**config.mk**
```make
export PLATFORM = sky130hd
export DESIGN_NAME = serial_tx
export DESIGN_NICKNAME = d
export VERILOG_FILES = /design/src/rtl/serial_tx_pkg.sv /design/src/rtl/serial_tx_baud.sv /design/src/rtl/serial_tx_hold.sv /design/src/rtl/serial_tx_shift.sv /design/src/rtl/serial_tx.sv
export SDC_FILE = /design/constraint.sdc
export NUM_CORES = 1
export LEC_CHECK = 0
export ABC_AREA = 1
export CAP_MARGIN = 20
export CORE_MARGIN = 3
export CORE_UTILIZATION = 25
export CTS_BUF_LIST = sky130_fd_sc_hd__clkbuf_8
export DETAILED_ROUTE_END_ITERATION = 8
export DONT_BUFFER_PORTS = 1
export PLACE_DENSITY_LB_ADDON = 0.12
export SKIP_CTS_REPAIR_TIMING = 1
export SLEW_MARGIN = 20
export SYNTH_ARGS = -nofsm -noshare
export SYNTH_HDL_FRONTEND = slang
export SYNTH_SLANG_ARGS = --single-unit
```
**constraint.sdc**
```tcl
create_clock -name clk_i -period 2.7 [get_ports clk_i]
set_clock_uncertainty 0.15 [all_clocks]
set_input_delay 0.135 -clock clk_i [delete_from_list [all_inputs] [get_ports clk_i]]
set_output_delay 0.135 -clock clk_i [all_outputs]
set_load 0.005 [all_outputs]
```
**src/rtl/serial_tx_pkg.sv**
```systemverilog
package serial_tx_pkg;
  localparam int DIV_W     = 12;
  localparam int MAX_DATA  = 9;
  localparam int FRAME_W   = 1 + MAX_DATA + 1 + 2;
  localparam int LEN_W     = $clog2(FRAME_W + 1);
  localparam int OSR_NORM  = 16;
  localparam int OSR_FAST  = 8;
  localparam int OSR_W     = $clog2(OSR_NORM);

  typedef struct packed {
    logic [2:0] size;
    logic       par_en;
    logic       par_odd;
    logic       two_stop;
  } tx_cfg_t;

  typedef struct packed {
    logic [FRAME_W-1:0] bits;
    logic [LEN_W-1:0]   len;
  } frame_t;

  function automatic int data_bits(logic [2:0] size);
    return (size > 3'd3) ? MAX_DATA : 5 + int'(size);
  endfunction

  // Stop bits and unused tail are left as ones
  function automatic frame_t build_frame(logic [MAX_DATA-1:0] data, tx_cfg_t cfg);
    frame_t f;
    logic   par;
    int     nb;
    nb     = data_bits(cfg.size);
    f.bits = '1;
    f.bits[0] = 1'b0;
    par = cfg.par_odd;
    for (int i = 0; i < MAX_DATA; i++) begin
      if (i < nb) begin
        f.bits[1+i] = data[i];
        par         = par ^ data[i];
      end
    end
    if (cfg.par_en) f.bits[1+nb] = par;
    f.len = LEN_W'(1 + nb + (cfg.par_en ? 1 : 0) + (cfg.two_stop ? 2 : 1));
    return f;
  endfunction
endpackage

```
**src/rtl/serial_tx_baud.sv**
```systemverilog
module serial_tx_baud #(
  parameter int DIV_W = serial_tx_pkg::DIV_W,
  localparam int HI_W = DIV_W - 8
) (
  input  logic            clk_i,
  input  logic            rst_ni,
  input  logic            lo_we_i,
  input  logic [7:0]      lo_i,
  input  logic            hi_we_i,
  input  logic [HI_W-1:0] hi_i,
  output logic            tick_o
);
  logic [HI_W-1:0]  hi_q;
  logic [7:0]       lo_q;
  logic [DIV_W-1:0] cnt_q;

  assign tick_o = (cnt_q == '0);

  always_ff @(posedge clk_i or negedge rst_ni) begin
    if (!rst_ni) begin
      hi_q  <= '0;
      lo_q  <= '0;
      cnt_q <= '0;
    end else begin
      if (hi_we_i) hi_q <= hi_i;
      if (lo_we_i) begin
        lo_q  <= lo_i;
        cnt_q <= {hi_q, lo_i};
      end else if (tick_o) begin
        cnt_q <= {hi_q, lo_q};
      end else begin
        cnt_q <= cnt_q - 1'b1;
      end
    end
  end
endmodule

```
**src/rtl/serial_tx_hold.sv**
```systemverilog
module serial_tx_hold #(
  parameter int DATA_W = serial_tx_pkg::MAX_DATA
) (
  input  logic              clk_i,
  input  logic              rst_ni,
  input  logic              wr_i,
  input  logic [DATA_W-1:0] data_i,
  input  logic              take_i,
  output logic              full_o,
  output logic [DATA_W-1:0] data_o
);
  logic              full_q;
  logic [DATA_W-1:0] buf_q;
  logic              accept;

  // a write lands if the slot is free or drains in the same cycle
  assign accept = wr_i && (!full_q || take_i);
  assign full_o = full_q;
  assign data_o = buf_q;

  always_ff @(posedge clk_i or negedge rst_ni) begin
    if (!rst_ni) begin
      full_q <= 1'b0;
      buf_q  <= '0;
    end else begin
      if (accept) begin
        full_q <= 1'b1;
        buf_q  <= data_i;
      end else if (take_i) begin
        full_q <= 1'b0;
      end
    end
  end
endmodule

```
**src/rtl/serial_tx_shift.sv**
```systemverilog
module serial_tx_shift
  import serial_tx_pkg::*;
#(
  parameter int DATA_W = MAX_DATA
) (
  input  logic              clk_i,
  input  logic              rst_ni,
  input  logic              tick_i,
  input  logic              fast_i,
  input  tx_cfg_t           cfg_i,
  input  logic              hold_full_i,
  input  logic [DATA_W-1:0] hold_data_i,
  output logic              take_o,
  output logic              done_o,
  output logic              busy_o,
  output logic              txd_o
);
  logic               busy_q;
  logic [FRAME_W-1:0] frame_q;
  logic [LEN_W-1:0]   left_q;
  logic [OSR_W-1:0]   sub_q;
  logic [OSR_W-1:0]   sub_last;
  logic               bit_end;
  logic               last_bit;
  frame_t             nf;

  assign sub_last = fast_i ? OSR_W'(OSR_FAST - 1) : OSR_W'(OSR_NORM - 1);
  assign bit_end  = busy_q && tick_i && (sub_q == sub_last);
  assign last_bit = bit_end && (left_q == LEN_W'(1));
  assign take_o   = hold_full_i && (!busy_q || last_bit);
  assign done_o   = last_bit && !hold_full_i;
  assign busy_o   = busy_q;
  assign txd_o    = !busy_q || frame_q[0];

  always_comb nf = build_frame(hold_data_i, cfg_i);

  always_ff @(posedge clk_i or negedge rst_ni) begin
    if (!rst_ni) begin
      busy_q  <= 1'b0;
      frame_q <= '1;
      left_q  <= '0;
      sub_q   <= '0;
    end else if (take_o) begin
      busy_q  <= 1'b1;
      frame_q <= nf.bits;
      left_q  <= nf.len;
      sub_q   <= '0;
    end else if (last_bit) begin
      busy_q  <= 1'b0;
      frame_q <= '1;
      left_q  <= '0;
      sub_q   <= '0;
    end else if (busy_q && tick_i) begin
      if (bit_end) begin
        sub_q   <= '0;
        frame_q <= {1'b1, frame_q[FRAME_W-1:1]};
        left_q  <= left_q - 1'b1;
      end else begin
        sub_q <= sub_q + 1'b1;
      end
    end
  end
endmodule

```
**src/rtl/serial_tx.sv**
```systemverilog
module serial_tx
  import serial_tx_pkg::*;
#(
  parameter int DIV_HI_W = DIV_W - 8
) (
  input  logic                clk_i,
  input  logic                rst_ni,
  input  logic                div_lo_we_i,
  input  logic [7:0]          div_lo_i,
  input  logic                div_hi_we_i,
  input  logic [DIV_HI_W-1:0] div_hi_i,
  input  logic                fast_i,
  input  logic [2:0]          char_size_i,
  input  logic                par_en_i,
  input  logic                par_odd_i,
  input  logic                two_stop_i,
  input  logic                bit8_we_i,
  input  logic                bit8_i,
  input  logic                data_we_i,
  input  logic [7:0]          data_i,
  input  logic                tc_clr_i,
  input  logic                tc_ack_i,
  input  logic                dre_ie_i,
  input  logic                tc_ie_i,
  output logic                txd_o,
  output logic                dre_o,
  output logic                tc_o,
  output logic                dre_irq_o,
  output logic                tc_irq_o
);
  logic                baud_tick;
  logic                bit8_q;
  logic                tc_q;
  logic                hold_full;
  logic [MAX_DATA-1:0] hold_data;
  logic                sh_take;
  logic                sh_done;
  logic                sh_busy;
  tx_cfg_t             cfg;

  assign cfg = '{size: char_size_i, par_en: par_en_i, par_odd: par_odd_i,
                 two_stop: two_stop_i};

  always_ff @(posedge clk_i or negedge rst_ni) begin
    if (!rst_ni) begin
      bit8_q <= 1'b0;
      tc_q   <= 1'b0;
    end else begin
      if (bit8_we_i) bit8_q <= bit8_i;
      if (sh_done)                    tc_q <= 1'b1;
      else if (tc_clr_i || tc_ack_i)  tc_q <= 1'b0;
    end
  end

  serial_tx_baud #(.DIV_W(DIV_W)) u_baud (
    .clk_i   (clk_i),
    .rst_ni  (rst_ni),
    .lo_we_i (div_lo_we_i),
    .lo_i    (div_lo_i),
    .hi_we_i (div_hi_we_i),
    .hi_i    (div_hi_i),
    .tick_o  (baud_tick)
  );

  serial_tx_hold #(.DATA_W(MAX_DATA)) u_hold (
    .clk_i  (clk_i),
    .rst_ni (rst_ni),
    .wr_i   (data_we_i),
    .data_i ({bit8_q, data_i}),
    .take_i (sh_take),
    .full_o (hold_full),
    .data_o (hold_data)
  );

  serial_tx_shift #(.DATA_W(MAX_DATA)) u_shift (
    .clk_i       (clk_i),
    .rst_ni      (rst_ni),
    .tick_i      (baud_tick),
    .fast_i      (fast_i),
    .cfg_i       (cfg),
    .hold_full_i (hold_full),
    .hold_data_i (hold_data),
    .take_o      (sh_take),
    .done_o      (sh_done),
    .busy_o      (sh_busy),
    .txd_o       (txd_o)
  );

  assign dre_o     = !hold_full;
  assign tc_o      = tc_q;
  assign dre_irq_o = dre_o && dre_ie_i;
  assign tc_irq_o  = tc_q && tc_ie_i;
endmodule

```
==> results of run 1 <==
registers in the layout (all words and copies together) (netlist names):
register	flops
bit8_q	1
tc_o	1
u_baud.cnt_q	12
u_baud.hi_q	4
u_baud.lo_q	8
u_hold.data_o	9
u_hold.full_o	1
u_shift.busy_o	1
u_shift.frame_q	13
u_shift.left_q	4
u_shift.sub_q	4
report_power, final:
group | switching (uW) | internal, uW
logic | 363 | 239
registers | 77.9 | 976
clock network | 351 | 399
cell type report:
| class | count | area, um^2 | area share |
|---|---|---|---|
| well taps | 176 | 220 | 0.0529 |
| flip-flops and latches | 58 | 1470 | 0.352 |
| multi-input cells | 310 | 1690 | 0.405 |
| inverters | 61 | 230 | 0.0553 |
| clock buffers | 12 | 165 | 0.0397 |
| clock inverters | 4 | 17.5 | 0.00421 |
| repair buffers | 36 | 375 | 0.0901 |
placed cells by master (no fill, tap or decap), drive strengths merged:
cell type / n
nand2: 124
inv: 62
nor2: 58
dfrtp: 45
dlygate4sd3: 34
o21ai: 26
nand3: 24
a21oi: 21
dfstp: 13
clkbuf: 12
ha: 7
nor3: 7
nand4: 7
xor2: 5
xnor2: 5
mux2: 4
o211ai: 3
clkinv: 3
o22ai: 3
a22oi: 2
o21a: 2
nor4: 2
fa: 2
nand3b: 2
buf: 2
o221ai: 1
o31ai: 1
a31oi: 1
a22o: 1
or2: 1
a211o: 1
path summary, 6_finish.rpt:
| kind | endpoint | cells after the start | slack (ns) | startpoint |
|---|---|---|---|---|
| worst max-delay path | u_shift.frame_q[9] | 12 | 0.28 | u_baud.cnt_q[0] |
| worst min-delay path | u_shift.left_q[2] | 4 | -0.02 | char_size_i[2] |
| worst max register to register | u_shift.frame_q[9] | 12 | 0.28 | u_baud.cnt_q[0] |
| worst min register to register | u_shift.frame_q[12] | 2 | 0.32 | u_shift.frame_q[12] |
| max in group asynchronous | u_shift.frame_q[12] | 2 | 1.91 | rst_ni |
| min in group asynchronous | u_baud.lo_q[4] | 2 | 0.16 | rst_ni |
critical path, delay by kind of cell (launching register included):
kind / cells / cell delay (ns)
buffers and inverters: 2 / 0.33
AO/OA/AOI/OAI: 1 / 0.14
adder cells (fa/ha/maj): 1 / 0.28
AND/OR/NAND/NOR: 8 / 1.11
flip-flops: 1 / 0.36
per-stage QoR:
step	instance area, um^2	worst slack, ns	hold slack [ns]	power, uW
final	4160	0.277	-0.0171	2410
after global routing	4160	0.0438	0.00410	2580
after CTS	3800	0.250	-0.700	2370
after detailed placement	3610	0.285	-0.308	1600
after global placement	3610	0.315	-0.308	1590
after floorplan	3440	0.704	-0.311	1490
logic make-up after synthesis:
family	count (synthesis)
flip-flops	58
adder cells (fa/ha/maj)	9
XOR/XNOR	10
buffers and inverters	68
multiplexers	4
AO/OA/AOI/OAI	62
AND/OR/NAND/NOR	225
routing by layer:
metal | part of all wire | track usage | routed length (um)
met4 | 0.017 | 0.0478 | 145
met5 | 0 | 0 | 0
met3 | 0.040 | 0.0371 | 345
met2 | 0.46 | 0.190 | 3970
met1 | 0.49 | 0.157 | 4240
==> results by group, run 1 <==
Run status
  – Outcome: complete, but fails checks
  – Failing checks: hold timing

Cells and area
  – Area Growth Syn to Fin: 21.1%
  – Layout cells sized above 1: 0.150
  – Fillers: 1453
  – Nets: 523
  – N_diodes: 0
  – Layout Utilization: 0.312
  – Post-route insts no fill: 657

STA
  – Final-report setup violation count: 0
  – Fmax achieved: 0.413 GHz
  – Period utilization: 0.897
  – Max Transition Viols Final: 0
  – Max-slew headroom: 0.678
  – RSZ-0062 raised after global routing: no
  – Hold WS: -0.0171 ns
  – Fin. Hold Viols: 1
  – Worst-Margin Slew: 0.481 ns
  – Setup TNS: 0 ns
  – Period minus WS final: 2.42 ns

GRT
  – First-pass GRT wire length: 14200 um
  – Total track usage: 0.122
  – Number of global-route vias before repair: 2777
  – Largest net degree at the start of global routing: 59
  – Global route total overflow: 0
  – Initial antenna violation count: 0

Drt
  – Vias: 2870
  – Post-route DRC: 0
  – DR pass1 iterations: 4
  – Post-DRT Antenna Nets: 0
  – WL/cell: 13.2 um
  – DR iter-0 viols: 155
  – Vias/cell: 4.37
  – Final wirelength: 8700 um

Yosys
  – Most used DFF post-synth: dfrtp_1
  – Mux cell area share after synthesis: 0.0131
  – Commonest cells post-synth: nand2_1 (113), inv_1 (58), nor2_1 (55)
  – Top post-synthesis cells by area: dfrtp_1 (33%), nand2_1 (12%), dfstp_2 (9.9%)
  – Cell count after synthesis: 436
  – Async S/R FF share, synth: 1.00
  – Netlist cell types: 45
  – Syn Area/Cell: 7.89 um^2
  – Synth warn: 0
  – Main combinational cell family by area after synthesis: simple AND/OR/NAND/NOR gates
  – Sequential area share after synthesis: 0.427
  – XOR/XNOR Fraction of Synth Area: 0.0255
  – Synthesized area: 3440 um^2
  – Post-synthesis adder-cell area fraction: 0.0371
  – Dominant cell type by area after synthesis: dfrtp_1
  – Synthesized net count: 483
  – Top-area cell type share of the netlist area: 0.327
  – EDFF count, synth: 0
  – Yosys reg bits: 58
  – Most common cell in the synthesized netlist: nand2_1
  – Post-synthesis simple-gate area fraction: 0.300
  – Compound-cell area share of the yosys netlist: 0.115

Clocking
  – Clk_lat worst skew: 0.34 ns
  – TritonCTS Buffers: 9
  – Clock sinks: 58
  – Root Driver: clkbuf_8
  – CTS H-tree lvls: 3
  – Worst-case clock buffer depth: 2
  – Clock slew seen by the registers of the worst setup and hold paths: 0.07 ns
  – CTS tree: done

Min path
  – Worst Hold Class: in -> reg

Critical path
  – CP cell instances: inv_1 > ha_1 > nand4_4 > nor3_4 > nand4_2 > nand2_2 > nand2_2 > clkinv_2 > o21a_1 > nand2_1 > nand2_1 > nand2_1
  – Crit Path Class: reg -> reg
  – Slowest cell on the critical path: dfrtp_1
  – Critical path endpoint category: flip-flop
  – Worst setup SP type: flip-flop
  – Crit Path Max Fanout: 12
  – Most used cell, CP: nand2_1
  – CP arrival: 2.55 ns
  – Critical Path RT: 2.83 ns
  – Max incr delay on CP: 0.36 ns

Placement
  – I/O Buffers: 0
  – Dpl hpwl: 6270 um
  – Placed Cells: 606
  – GP Congestion: 0.718

Power and ir drop
  – Leakage: 0.00204 uW
  – Max VDD drop: 0.249 mV
  – Power density cells: 578 nW/um^2

Die
  – Num ports: 43
  – Die area: 15200 um^2
  – Die Y: 123 um
  – Core area: 13300 um^2
  – Initial Utilization: 0.258
  – Die W: 123 um
  – Row cnt: 42

Job
  – Max-cap violations: 0
(Power assumes the default switching activity.)
==> run 2: changes to the inputs <==
--- a/config.mk
+++ b/config.mk
@@ -6,12 +6,12 @@
 export NUM_CORES = 1
 export LEC_CHECK = 0
 export ABC_AREA = 1
+export BUFFER_PORTS_ARGS = -buffer_cell sky130_fd_sc_hd__buf_4
 export CAP_MARGIN = 20
 export CORE_MARGIN = 3
 export CORE_UTILIZATION = 25
 export CTS_BUF_LIST = sky130_fd_sc_hd__clkbuf_8
 export DETAILED_ROUTE_END_ITERATION = 8
-export DONT_BUFFER_PORTS = 1
 export PLACE_DENSITY_LB_ADDON = 0.12
 export SKIP_CTS_REPAIR_TIMING = 1
 export SLEW_MARGIN = 20
==> results by group, run 2 (synthesized netlist as in run 1, its figures left out) <==
Critical path
  – CP arrival: 2.42 ns
  – Max incr delay on CP: 0.60 ns
  – Delay-heaviest family, CP: simple AND/OR/NAND/NOR gates
  – Crit Path Max Fanout: 13
  – Worst setup SP type: flip-flop
  – Critical path buffers and inverters: 3
  – Slowest cell on the critical path: nor2_1
  – Crit Path Class: reg -> reg
  – Most used cell, CP: inv_1
  – Critical path endpoint category: flip-flop
  – CP cell instances: inv_1 > ha_1 > nand4_4 > nor3_4 > buf_4 > nor2_1 > inv_1 > a22o_1 > nand2_1
  – Critical Path RT: 2.83 ns

STA
  – Final-report setup violation count: 0
  – Fin. Hold Viols: 0
  – Fmax achieved: 0.436 GHz
  – Max-slew headroom: 0.471
  – Period minus WS final: 2.29 ns
  – Max Transition Viols Final: 0
  – Period utilization: 0.849
  – Setup TNS: 0 ns
  – RSZ-0062 raised after global routing: no
  – Worst-Margin Slew: 0.791 ns

Die
  – Row cnt: 42
  – Num ports: 43
  – Die W: 123 um
  – Core area: 13300 um^2
  – Die Y: 123 um
  – Initial Utilization: 0.258
  – Die area: 15200 um^2

Cells and area
  – Fillers: 1441
  – N_diodes: 0
  – Most common cell after layout, fill and taps aside: nand2_1
  – Most frequent cells in the layout: nand2_1 (113), inv_1 (61), nor2_1 (55), dfrtp_1 (45), buf_4 (45)
  – Top reg by flops: u_shift.frame_q
  – Area Growth Syn to Fin: 29.8%
  – Nets: 564
  – Layout cells sized above 1: 0.220
  – Max reg flops: 13

Min path
  – Worst Hold Class: in -> reg

Run status
  – Outcome: completed

Placement
  – I/O Buffers: 42
  – GP Congestion: 0.805
  – Dpl hpwl: 6380 um

Clocking
  – TritonCTS Buffers: 9
  – Clock sinks: 58
  – Clock slew seen by the registers of the worst setup and hold paths: 0.07 ns
  – Clk_lat worst skew: 0.34 ns
  – Root Driver: clkbuf_8
  – CTS H-tree lvls: 3
  – Worst-case clock buffer depth: 2
  – CTS tree: done

Job
  – Max-cap violations: 0

Power and ir drop
  – Internal power: 1680 uW
  – Final Total Pwr: 2480 uW
  – Max VDD drop: 0.432 mV
  – Clock network fraction of total power: 0.320
  – Sw frac: 0.323
  – Sequential power share: 0.425
  – Leakage: 0.00224 uW
  – Comb pwr share: 0.256
  – Power density cells: 556 nW/um^2
  – Switch Pwr: 801 uW

Drt
  – Vias: 2994
  – DR iter-0 viols: 153
  – Post-DRT Antenna Nets: 0
  – Vias/cell: 4.29
  – Post-route DRC: 0
  – Final wirelength: 8910 um
  – WL/cell: 12.8 um
  – DR pass1 iterations: 4

GRT
  – Largest net degree at the start of global routing: 59
  – First-pass GRT wire length: 14400 um
  – Total track usage: 0.124
  – Initial antenna violation count: 0
  – Number of global-route vias before repair: 2898
  – Global route total overflow: 0
==> run 2: layout make-up <==
class                   instances  area, um^2  area share
clock buffers                  10         138      0.0308
flip-flops and latches         58        1470       0.329
repair buffers                 77         668       0.150
well taps                     176         220      0.0493
clock inverters                 6        51.3      0.0115
inverters                      61         230      0.0516
multi-input cells             310        1690       0.378
==> run 2: final timing paths <==
kind                                    start  slack (ns)  cells after the start                 end
hold reg to reg            u_shift.frame_q[6]        0.32                      2  u_shift.frame_q[6]
hold / removal                      data_we_i        0.02                      3       u_hold.full_o
setup reg to reg              u_baud.cnt_q[0]        0.41                      9     u_baud.cnt_q[1]
min in group asynchronous              rst_ni        0.26                      2      u_baud.lo_q[2]
max in group asynchronous              rst_ni        1.63                      2   u_shift.left_q[3]
setup / recovery              u_baud.cnt_q[0]        0.41                      9     u_baud.cnt_q[1]
==> run 2: power by group through the flow <==
stage                     clock (uW)  combinational (uW)  sequential (uW)
final                            793                 634             1050
after global routing             873                 732             1070
after CTS                        831                 603             1050
after detailed placement           0                 598             1070
after global placement             0                 595             1070
after floorplan                    0                 441             1050
==> run 2: layer usage <==
metal,up-vias,wire length (um),track usage
met2,45,4280,0.201
li1,1555,-,-
met3,6,332,0.0407
met5,-,0,0
met4,0,124,0.0401
met1,1388,4180,0.156
==> run 2: tightest hold or removal path: cells and delay by family <==
| family | cells | cell delay [ns] |
|---|---|---|
| AND/OR/NAND/NOR | 2 | 0.24 |
| buffers and inverters | 1 | 0.10 |
==> run 2: stage by stage <==
step                instances  instance area [um^2]  utilization  worst slack (ns)  hold WS (ns)
global placement          651                  3960        0.297             0.305         0.124
global route              698                  4460        0.334             0.141        0.0568
floorplan                 436                  3440            -             0.704        -0.311
CTS                       667                  4150        0.311             0.337        -0.264
detailed placement        651                  3960        0.297             0.235         0.123
finish                    698                  4460        0.334             0.409        0.0218
==> run 3: changes to the inputs <==
==> constraint.sdc (replaced) <==
create_clock -name clk_i -period 2 [get_ports clk_i]
set_clock_uncertainty 0.15 [all_clocks]
set_input_delay 0.1 -clock clk_i [delete_from_list [all_inputs] [get_ports clk_i]]
set_output_delay 0.1 -clock clk_i [all_outputs]
set_load 0.005 [all_outputs]
==> results by group, run 3 (synthesized netlist as in run 1, its figures left out) <==
Run status
  – Outcome: completed

Power and ir drop
  – Max VDD drop: 0.331 mV
  – Power density cells: 728 nW/um^2
  – Leakage: 0.00253 uW
  – Final Total Pwr: 3700 uW

Critical path
  – Critical path endpoint category: flip-flop
  – Critical Path RT: 2.08 ns
  – Crit Path Class: reg -> reg
  – CP cell instances: inv_2 > ha_4 > nand4_4 > nor3_4 > nand4_2 > nand2_2 > nand2_4 > buf_4 > buf_4 > nand3_1 > nand2_1
  – Crit Path Max Fanout: 5
  – Reg2reg setup slack: 0.03 ns
  – Most used cell, CP: buf_4
  – Critical path buffers and inverters: 3
  – Max incr delay on CP: 0.39 ns
  – CP arrival: 2.05 ns
  – Worst setup SP type: flip-flop
  – Delay-heaviest family, CP: simple AND/OR/NAND/NOR gates
  – Slowest cell on the critical path: dfrtp_1

Die
  – Die Y: 123 um
  – Initial Utilization: 0.258
  – Die W: 123 um
  – Die area: 15200 um^2
  – Core area: 13300 um^2
  – Row cnt: 42
  – Num ports: 43

STA
  – Worst-Margin Slew: 0.762 ns
  – Fmax achieved: 0.507 GHz
  – Period minus WS final: 1.97 ns
  – Final-report setup violation count: 0
  – Period utilization: 0.985
  – Fin. Hold Viols: 0
  – Max Transition Viols Final: 0
  – Setup TNS: 0 ns
  – Max-slew headroom: 0.492
  – RSZ-0062 raised after global routing: yes

GRT
  – Largest net degree at the start of global routing: 59
  – First-pass GRT wire length: 15100 um
  – Number of global-route vias before repair: 3129
  – Total track usage: 0.127
  – Initial antenna violation count: 0
  – Global route total overflow: 0

Drt
  – Final wirelength: 9120 um
  – Post-DRT Antenna Nets: 0
  – WL/cell: 12.1 um
  – Post-route DRC: 0
  – Vias/cell: 4.25
  – DR iter-0 viols: 142
  – DR pass1 iterations: 4
  – Vias: 3194

Clocking
  – Clock sinks: 58
  – TritonCTS Buffers: 9
  – Worst-case clock buffer depth: 2
  – Root Driver: clkbuf_8
  – CTS tree: done
  – Clock slew seen by the registers of the worst setup and hold paths: 0.07 ns
  – Clk_lat worst skew: 0.34 ns
  – CTS H-tree lvls: 3

Cells and area
  – Top reg by flops: u_shift.frame_q
  – Design area: 5090 um^2
  – Most frequent cells in the layout: nand2_1 (112), buf_4 (92), inv_1 (54), dfrtp_1 (45), nor2_1 (42)
  – Most common cell after layout, fill and taps aside: nand2_1
  – Layout cells sized above 1: 0.339
  – Layout Utilization: 0.381
  – N_diodes: 0
  – Area Growth Syn to Fin: 47.9%
  – Max reg flops: 13
  – Nets: 618
  – Fillers: 1397

Job
  – Max-cap violations: 0

Placement
  – Dpl hpwl: 6720 um
  – Placed cell area: 4350 um^2
  – I/O Buffers: 42
  – GP Congestion: 0.822

Min path
  – Worst Hold Class: in -> reg
[run 3: changes by cell type in the layout (fill, tap and decap cells not counted), sizes merged]
cell         before  now
inv              63   64
clkbuf           10   11
dlygate4sd3      31   32
buf              46   99
bufinv            1    2
clkinv            3    0
[run 3: power by group]
group          internal (uW)  total [uW]  switching [uW]  leakage (uW)
Clock                    757        1230             474      0.000123
Combinational            482        1060             574       0.00175
Sequential              1320        1420            98.9      0.000656
Total                   2560        3700            1150       0.00253
[run 3: final cells by class]
type	instances	area (um^2)	area share
Sequential cell	58	1470	0.288
Multi-Input combinational cell	310	1820	0.358
Clock buffer	11	151	0.0298
Inverter	61	239	0.0470
Timing Repair Buffer	131	1120	0.219
Tap cell	176	220	0.0433
Clock inverter	5	71.3	0.0140
[run 3: tightest hold or removal path, delay by kind of cell]
| kind | cells | cell delay, ns |
|---|---|---|
| AND/OR/NAND/NOR | 2 | 0.14 |
| XOR/XNOR | 1 | 0.13 |
| buffers and inverters | 1 | 0.09 |
| AO/OA/AOI/OAI | 1 | 0.05 |
[run 3: worst paths after layout]
path | startpoint | cells past startpoint | endpoint
min reg2reg | u_shift.frame_q[12] | 2 | u_shift.frame_q[12]
max in group asynchronous | rst_ni | 2 | u_baud.cnt_q[11]
max reg2reg | u_baud.cnt_q[1] | 11 | u_shift.sub_q[1]
min in group asynchronous | rst_ni | 2 | u_baud.lo_q[4]
min | char_size_i[2] | 5 | u_shift.left_q[2]
max | u_baud.cnt_q[1] | 11 | u_shift.sub_q[1]
[run 3: layer usage]
layer | global-route usage | up-vias | share of wire
li1 | - | 1671 | -
met1 | 0.166 | 1475 | 0.48
met2 | 0.209 | 39 | 0.47
met3 | 0.0316 | 9 | 0.031
met4 | 0.0353 | 0 | 0.011
met5 | 0 | - | 0
[run 3: stage by stage]
stage | hold WS, ns | std cells | worst slack, ns
after floorplan | -0.346 | 436 | 0.0394
after detailed placement | 0.0828 | 699 | -0.235
after CTS | -0.298 | 715 | -0.129
final | 0.0599 | 752 | 0.0294
after global routing | 0.0721 | 752 | -0.0849
after global placement | 0.0830 | 699 | -0.203
